==> src/rtl/extirq_ctrl.sv <==
module extirq_ctrl #(
  parameter int NCH = 6,
  parameter int RW  = 8,
  parameter int AW  = 2
) (
  input  logic           clk,
  input  logic           rst_n,
  input  logic           standby,
  input  logic [NCH-1:0] irq_n,
  input  logic [AW-1:0]  reg_addr,
  input  logic           reg_wr,
  input  logic [RW-1:0]  reg_wdata,
  input  logic           reg_rd,
  output logic [RW-1:0]  reg_rdata,
  output logic [NCH-1:0] chan_req,
  output logic           irq_any
);
  localparam int RSV = RW - NCH;
  localparam logic [AW-1:0] A_EN = AW'(0);
  localparam logic [AW-1:0] A_SC = AW'(1);
  localparam logic [AW-1:0] A_ST = AW'(2);

  logic [RW-1:0]  en_q, sc_q;
  logic [NCH-1:0] s1, s2, s3, flag_q;
  logic [NCH-1:0] fall, flag_d;

  assign fall = s3 & ~s2;

  always_comb begin
    flag_d = flag_q;
    if (reg_wr && reg_addr == A_ST) flag_d = flag_d & reg_wdata[NCH-1:0];
    flag_d = flag_d | (fall & sc_q[NCH-1:0]);
  end

  always_ff @(posedge clk or negedge rst_n) begin
    if (!rst_n) begin
      s1     <= '1;
      s2     <= '1;
      s3     <= '1;
      en_q   <= '0;
      sc_q   <= '0;
      flag_q <= '0;
    end else begin
      s1     <= irq_n;
      s2     <= s1;
      s3     <= s2;
      flag_q <= flag_d;
      if (reg_wr && reg_addr == A_EN) en_q <= reg_wdata;
      if (standby)                         sc_q <= '0;
      else if (reg_wr && reg_addr == A_SC) sc_q <= reg_wdata;
    end
  end

  assign chan_req = en_q[NCH-1:0] &
                    ((sc_q[NCH-1:0] & flag_q) | (~sc_q[NCH-1:0] & ~s2));
  assign irq_any  = |chan_req;

  always_comb begin
    reg_rdata = '0;
    if (reg_rd) begin
      case (reg_addr)
        A_EN:    reg_rdata = en_q;
        A_SC:    reg_rdata = sc_q;
        A_ST:    reg_rdata = {{RSV{1'b0}}, flag_q};
        default: reg_rdata = '0;
      endcase
    end
  end
endmodule


==> config.mk <==
export PLATFORM = sky130hd
export DESIGN_NAME = extirq_ctrl
export DESIGN_NICKNAME = d
export VERILOG_FILES = /design/src/rtl/extirq_ctrl.sv
export SDC_FILE = /design/constraint.sdc
export NUM_CORES = 1
export LEC_CHECK = 0
export BUFFER_PORTS_ARGS = -buffer_cell sky130_fd_sc_hd__buf_2
export CAP_MARGIN = 20
export CORE_MARGIN = 4
export CORE_UTILIZATION = 48
export CTS_BUF_LIST = sky130_fd_sc_hd__clkbuf_16
export DETAILED_ROUTE_END_ITERATION = 6
export PLACE_DENSITY = 0.77
export SYNTH_ARGS = -nofsm -noshare
export SYNTH_HDL_FRONTEND = slang
export SYNTH_SLANG_ARGS = --single-unit
==> constraint.sdc <==
create_clock -name clk -period 1.3 [get_ports clk]
set_clock_uncertainty 0.1 [all_clocks]
set_input_delay 0.065 -clock clk [delete_from_list [all_inputs] [get_ports clk]]
set_output_delay 0.065 -clock clk [all_outputs]
set_load 0.05 [all_outputs]
==> results of run 1 <==
[cells by family (layout without fill, tap and decap cells)]
logic type | count (synthesis) | count (layout) | synth area share (%)
multiplexers | 24 | 24 | 14.9
AO/OA/AOI/OAI | 21 | 21 | 6.71
flip-flops | 40 | 40 | 61.0
AND/OR/NAND/NOR | 51 | 51 | 16.1
buffers and inverters | 4 | 98 | 1.27
[layout make-up]
cell class	count	area (µm²)
clock buffers	5	125
multi-input cells	96	679
well taps	46	57.6
flip-flops and latches	40	1020
repair buffers	90	777
fillers	201	657
clock inverters	3	42.5
[metrics by stage]
stage	util (%)	hold WS [ns]
2_1_floorplan	-	-0.331
3_3_place_gp	64.1	-0.0561
3_5_place_dp	64.1	-0.0497
4_1_cts	79.0	0.187
5_1_grt	80.5	0.195
6_report	80.5	0.181
[registers in the layout, indices dropped and copies added, names as in the netlist]
name    count
s3          6
en_q        8
s1          6
s2          6
flag_q      6
sc_q        8
[worst max path at each step]
stage	startpoint	end	slack (ns)	depth (start not counted)
after floorplan	s2[2]	irq_any	-0.27	3
after global placement	s2[3]	irq_any	-0.42	4
after detailed placement	s2[3]	irq_any	-0.44	4
after CTS	s2[4]	irq_any	-0.59	4
after global routing	s2[4]	irq_any	-0.65	4
final	s2[4]	irq_any	-0.61	4
[worst register-to-register path: stages, from the launching register on]
cell and delay (ns):
dfrtp_2 0.44, buf_4 0.15, buf_6 0.11, mux2i_1 0.15
nor2_1 0.06
[power breakdown]
group / total [W] / leakage, nW / internal [W] / switching (W)
clock: 0.00138 / 0.0798 / 0.000901 / 0.000482
sequential: 0.00147 / 0.469 / 0.00139 / 0.0000804
combinational: 0.000955 / 0.760 / 0.000483 / 0.000473
total: 0.00381 / 1.31 / 0.00277 / 0.00104
[layer usage]
metal | part of all wire (%) | vias up
li1 | - | 665
met1 | 39 | 699
met2 | 53 | 53
met3 | 4.9 | 17
met4 | 3.8 | 0
met5 | 0 | -
[cells in the final DEF, fill, tap and decap left out, types with 4 or more instances in the layout]
master	count
and2_1	4
and2_4	8
buf_2	21
buf_4	32
buf_6	13
buf_8	7
clkbuf_16	5
dfrtp_1	21
dfstp_2	18
dlygate4sd3_1	16
mux2_2	8
mux2i_1	15
nand2_1	17
nand3b_1	6
nor2_1	10
o21ai_0	7
o21ai_1	8
o21ai_2	4
[repair_timing]
item,4_1_cts,5_1_grt
setup buffers,6,6
pin swaps,18,9
endpoints found under the hold margin,67,0
setup endpoints to repair,13,14
resized for setup,53,14
hold buffers,16,0
==> impl_metrics.tcl, run 1 <==
set metrics [dict create \
    place_congestion 0.861 \
    area_growth_pct 61.3 \
    vias 1434 \
    diodes 0 \
    die_area_um2 4510 \
    syn_inst 140 \
    drt_iter0_drc 101 \
    hp-class "in -> async" \
    reg2reg_depth 4 \
    clock.fmax_mhz 522 \
    first_global_vias 1554 \
    slew_headroom_pct 78.3 \
    h-tree-depth 2 \
    ys_top_cells_by_area "dfrtp_1, dfstp_2, mux2i_1" \
    fin_ws_ns -0.614 \
    ys_top_cells_by_count "dfrtp_1, nand2_1, dfstp_2, o21ai_0, mux2i_1" \
    critPathTopFamily "flip-flops" \
    io_buffers 35 \
    tightestPinTransition_ns 0.325 \
    antenna_found_initial 0 \
    required_ns 1.13 \
    finalPower_w 0.00381 \
    syn-mean-instance-area_um2 12.0 \
    status "finished, violations left" \
    clk_pin_slew_ns 0.06 \
    ys_types 19 \
    die_h_um 67.1 \
    clk_latency_ns 0.28 \
    cts_buffer_depth 2 \
    final_nets 254 \
    cts.sinks 40 \
    track_usage_pct 24.4 \
    cp.buffers_inverters 1 \
    crit_path_cell_trace "o21ai_2 -> a22o_1 -> or4_4 -> buf_8" \
    start_kind "flop" \
    io_pins 36 \
    place_area_um2 2150 \
    grt_pass1_wl_um 7670 \
    cts_made_buffers 5 \
    setup_viol 13 \
    yosysWarningCount 0 \
    via_per_inst 5.12 \
    synth_seq_area_share_pct 61.0 \
    drcViolationCount 0 \
    slew_violations 0 \
    die_w_um 67.1 \
    cap_violations 0 \
    async_reset_ff_share_pct 100 \
    hold_viol 0 \
    yosys.area.top_type_share_pct 32.8 \
    stdcell_area_um2 2710 \
    syn_area_um2 1680 \
    syn-num-nets 161 \
    final_antenna_net_count 0 \
    synth_edf_count 0 \
    critPathSlowestCell "dfstp_2" \
    use_met1_pct 26.1 \
    r2r_slack_ns 0.18 \
    cts_tree "built" \
    r2r_end "sc_q[4]" \
    pre_cts_slack_ns -0.444 \
    critPathMaxFanout 2 \
    core_area_um2 3360 \
    grt_overflow 0 \
    peakVddDrop_v 0.00137 \
    wl_per_cell_um 17.7 \
    synth_seq_cells 40 \
    p_per_area_nw_per_um2 1410 \
    fin_crit_sh_pct 147 \
    drt_wl_total_um 4950 \
    p_leak_nw 1.31 \
    fin_cells 280 \
    drive_gt1_share_pct 53.8 \
    dpl.hpwl_um 2880 \
    num_rows 21 \
    cp.arrival_ns 1.75 \
    grt.met3_usage_pct 7.42 \
    synth_area_leader_cell "dfrtp_1" \
    violations "negative setup slack" \
    gr-usage-met2_pct 44.2 \
    path_class "reg -> out" \
    placed_cells 249 \
    initial_utilization_pct 49.9 \
    rsz0062_at_grt "yes" \
    min_period_ns 1.91 \
    dr.pass1.iters 4 \
    busiest_layer "met2" \
    timing.rr.start "sc_q[4]" \
    tns_ns -2.35 \
    synth_ff_type "dfrtp_1" \
    yosysMostFrequentCell "dfrtp_1" \
    grt_max_degree 41 \
    critPathMaxStageDelay_ns 0.54 \
    worst_setup_path_end_kind "primary output" \
    root_buffer "clkbuf_16" \
]
Note: power is estimated with default switching activity, not from simulation.
==> run 2: changes to the inputs <==
- CORE_UTILIZATION: 48 -> 49
- PLACE_DENSITY: 0.77 -> 0.76
- clock period: 1.3 -> 2.4 ns (I/O delays scaled with it)
==> run 2 against run 1 <==
Net effect: the flow now finishes without violations; non-clock buffer count is 44 lower; critical path depth stayed put; utilization is 13 points lower; first-iteration DRC count is 12% lower; setup slack better by 0.98 ns; register-to-register slack better by 1.3 ns.
==> impl_metrics.tcl, run 2 (synthesis results as in run 1) <==
set metrics [dict create \
    stdcell_area_um2 2140 \
    min_period_ns 2.04 \
    final_nets 210 \
    cts_made_buffers 5 \
    final_antenna_net_count 0 \
    cp.arrival_ns 1.82 \
    drt_wl_total_um 3520 \
    die_area_um2 4420 \
    critPathTopFamily "flip-flops" \
    grt_pass1_wl_um 6130 \
    h-tree-depth 2 \
    core_area_um2 3150 \
    clk_pin_slew_ns 0.05 \
    hold_viol 0 \
    clk_latency_ns 0.28 \
    critPathMaxStageDelay_ns 0.54 \
    io_pins 36 \
    crit_path_cell_trace "o21ai_1 -> a22o_1 -> or4_1 -> buf_2" \
    holdWs_ns 0.00639 \
    place_area_um2 1890 \
    drcViolationCount 0 \
    multiInputGateArea_um2 633 \
    fin_crit_sh_pct 84.8 \
    via_per_inst 5.03 \
    layout_commonest_cell "buf_2" \
    wl_per_cell_um 15.0 \
    top_regs "en_q x8, sc_q x8" \
    cts.sinks 40 \
    p_per_area_nw_per_um2 802 \
    peakVddDrop_v 0.000698 \
    p_leak_nw 1.03 \
    num_rows 20 \
    r2r_slack_ns 1.48 \
    rsz0062_at_grt "no" \
    tns_ns 0 \
    worst_setup_path_end_kind "primary output" \
    initial_utilization_pct 53.2 \
    drt_iter0_drc 89 \
    die_w_um 66.5 \
    critPathSlowestCell "dfstp_2" \
    status "complete, no violations" \
    dr.pass1.iters 4 \
    pre_cts_slack_ns 0.649 \
    dpl.hpwl_um 2360 \
    hp-class "in -> reg" \
    start_kind "flop" \
    slew_headroom_pct 43.3 \
    cts_tree "built" \
    required_ns 2.18 \
    path_class "reg -> out" \
    first_global_vias 1295 \
    tightestPinTransition_ns 0.850 \
    cp.buffers_inverters 1 \
    place_congestion 0.778 \
    finalPower_w 0.00171 \
    cap_violations 0 \
    antenna_found_initial 0 \
    final_cell_mix "buf_2, dfrtp_1, nand2_1, dfstp_2, o21ai_0" \
    slew_violations 0 \
    cts_buffer_depth 2 \
    critPathMaxFanout 3 \
    fin_ws_ns 0.365 \
    die_h_um 66.5 \
    fillers 246 \
    area_growth_pct 27.4 \
    setup_viol 0 \
    vias 1177 \
    io_buffers 35 \
    clock.fmax_mhz 491 \
    drive_gt1_share_pct 36.3 \
    diodes 0 \
    track_usage_pct 19.3 \
    grt_overflow 0 \
    register_area_um2 1020 \
    grt_max_degree 41 \
    root_buffer "clkbuf_16" \
    post-cts-setup-buffers 0 \
]
-- run 2: cell count changes in the layout (fill, tap and decap cells not counted), sizes merged --
cell	before	now
buf	74	35
inv	0	1
dlygate4sd3	16	11
bufinv	1	0
-- run 2: path summary, 6_finish.rpt --
path                              start        end  cells after the start
min in group asynchronous         rst_n  flag_q[3]                      2
max reg2reg                     en_q[2]    en_q[2]                      1
max in group asynchronous         rst_n  flag_q[2]                      2
max                               s2[4]    irq_any                      4
min                        reg_wdata[4]  flag_q[4]                      3
min reg2reg                       s1[4]      s2[4]                      0
-- run 2: cell type report --
class / instances / area share, %
repair buffers: 46 / 13.3
well taps: 44 / 2.58
clock inverters: 3 / 0.703
flip-flops and latches: 40 / 47.9
clock buffers: 5 / 5.85
multi-input cells: 96 / 29.6
-- run 2: stage by stage --
step / util (%) / cells
after floorplan: - / 140
after global placement: 59.8 / 215
after detailed placement: 59.8 / 215
after CTS: 67.8 / 234
after global routing: 67.8 / 234
final: 67.8 / 234
-- run 2: per-layer routing --
metal	GRT usage [%]	share of wire [%]	vias up
li1	-	-	580
met1	23.3	44	567
met2	31.5	49	26
met3	6.41	5.3	4
met4	7.61	1.5	0
met5	0	0	-
-- run 2: repair_timing --
item | 4_1_cts | 5_1_grt
hold endpoints to repair | 32 | 0
gates resized for setup | 0 | 0
hold buffers | 11 | 0
-- run 2: power breakdown --
part           total (W)  switching, W  internal (W)
sequential      0.000802     0.0000481      0.000753
clock           0.000616      0.000239      0.000377
combinational   0.000297      0.000187      0.000110
total            0.00171      0.000474       0.00124
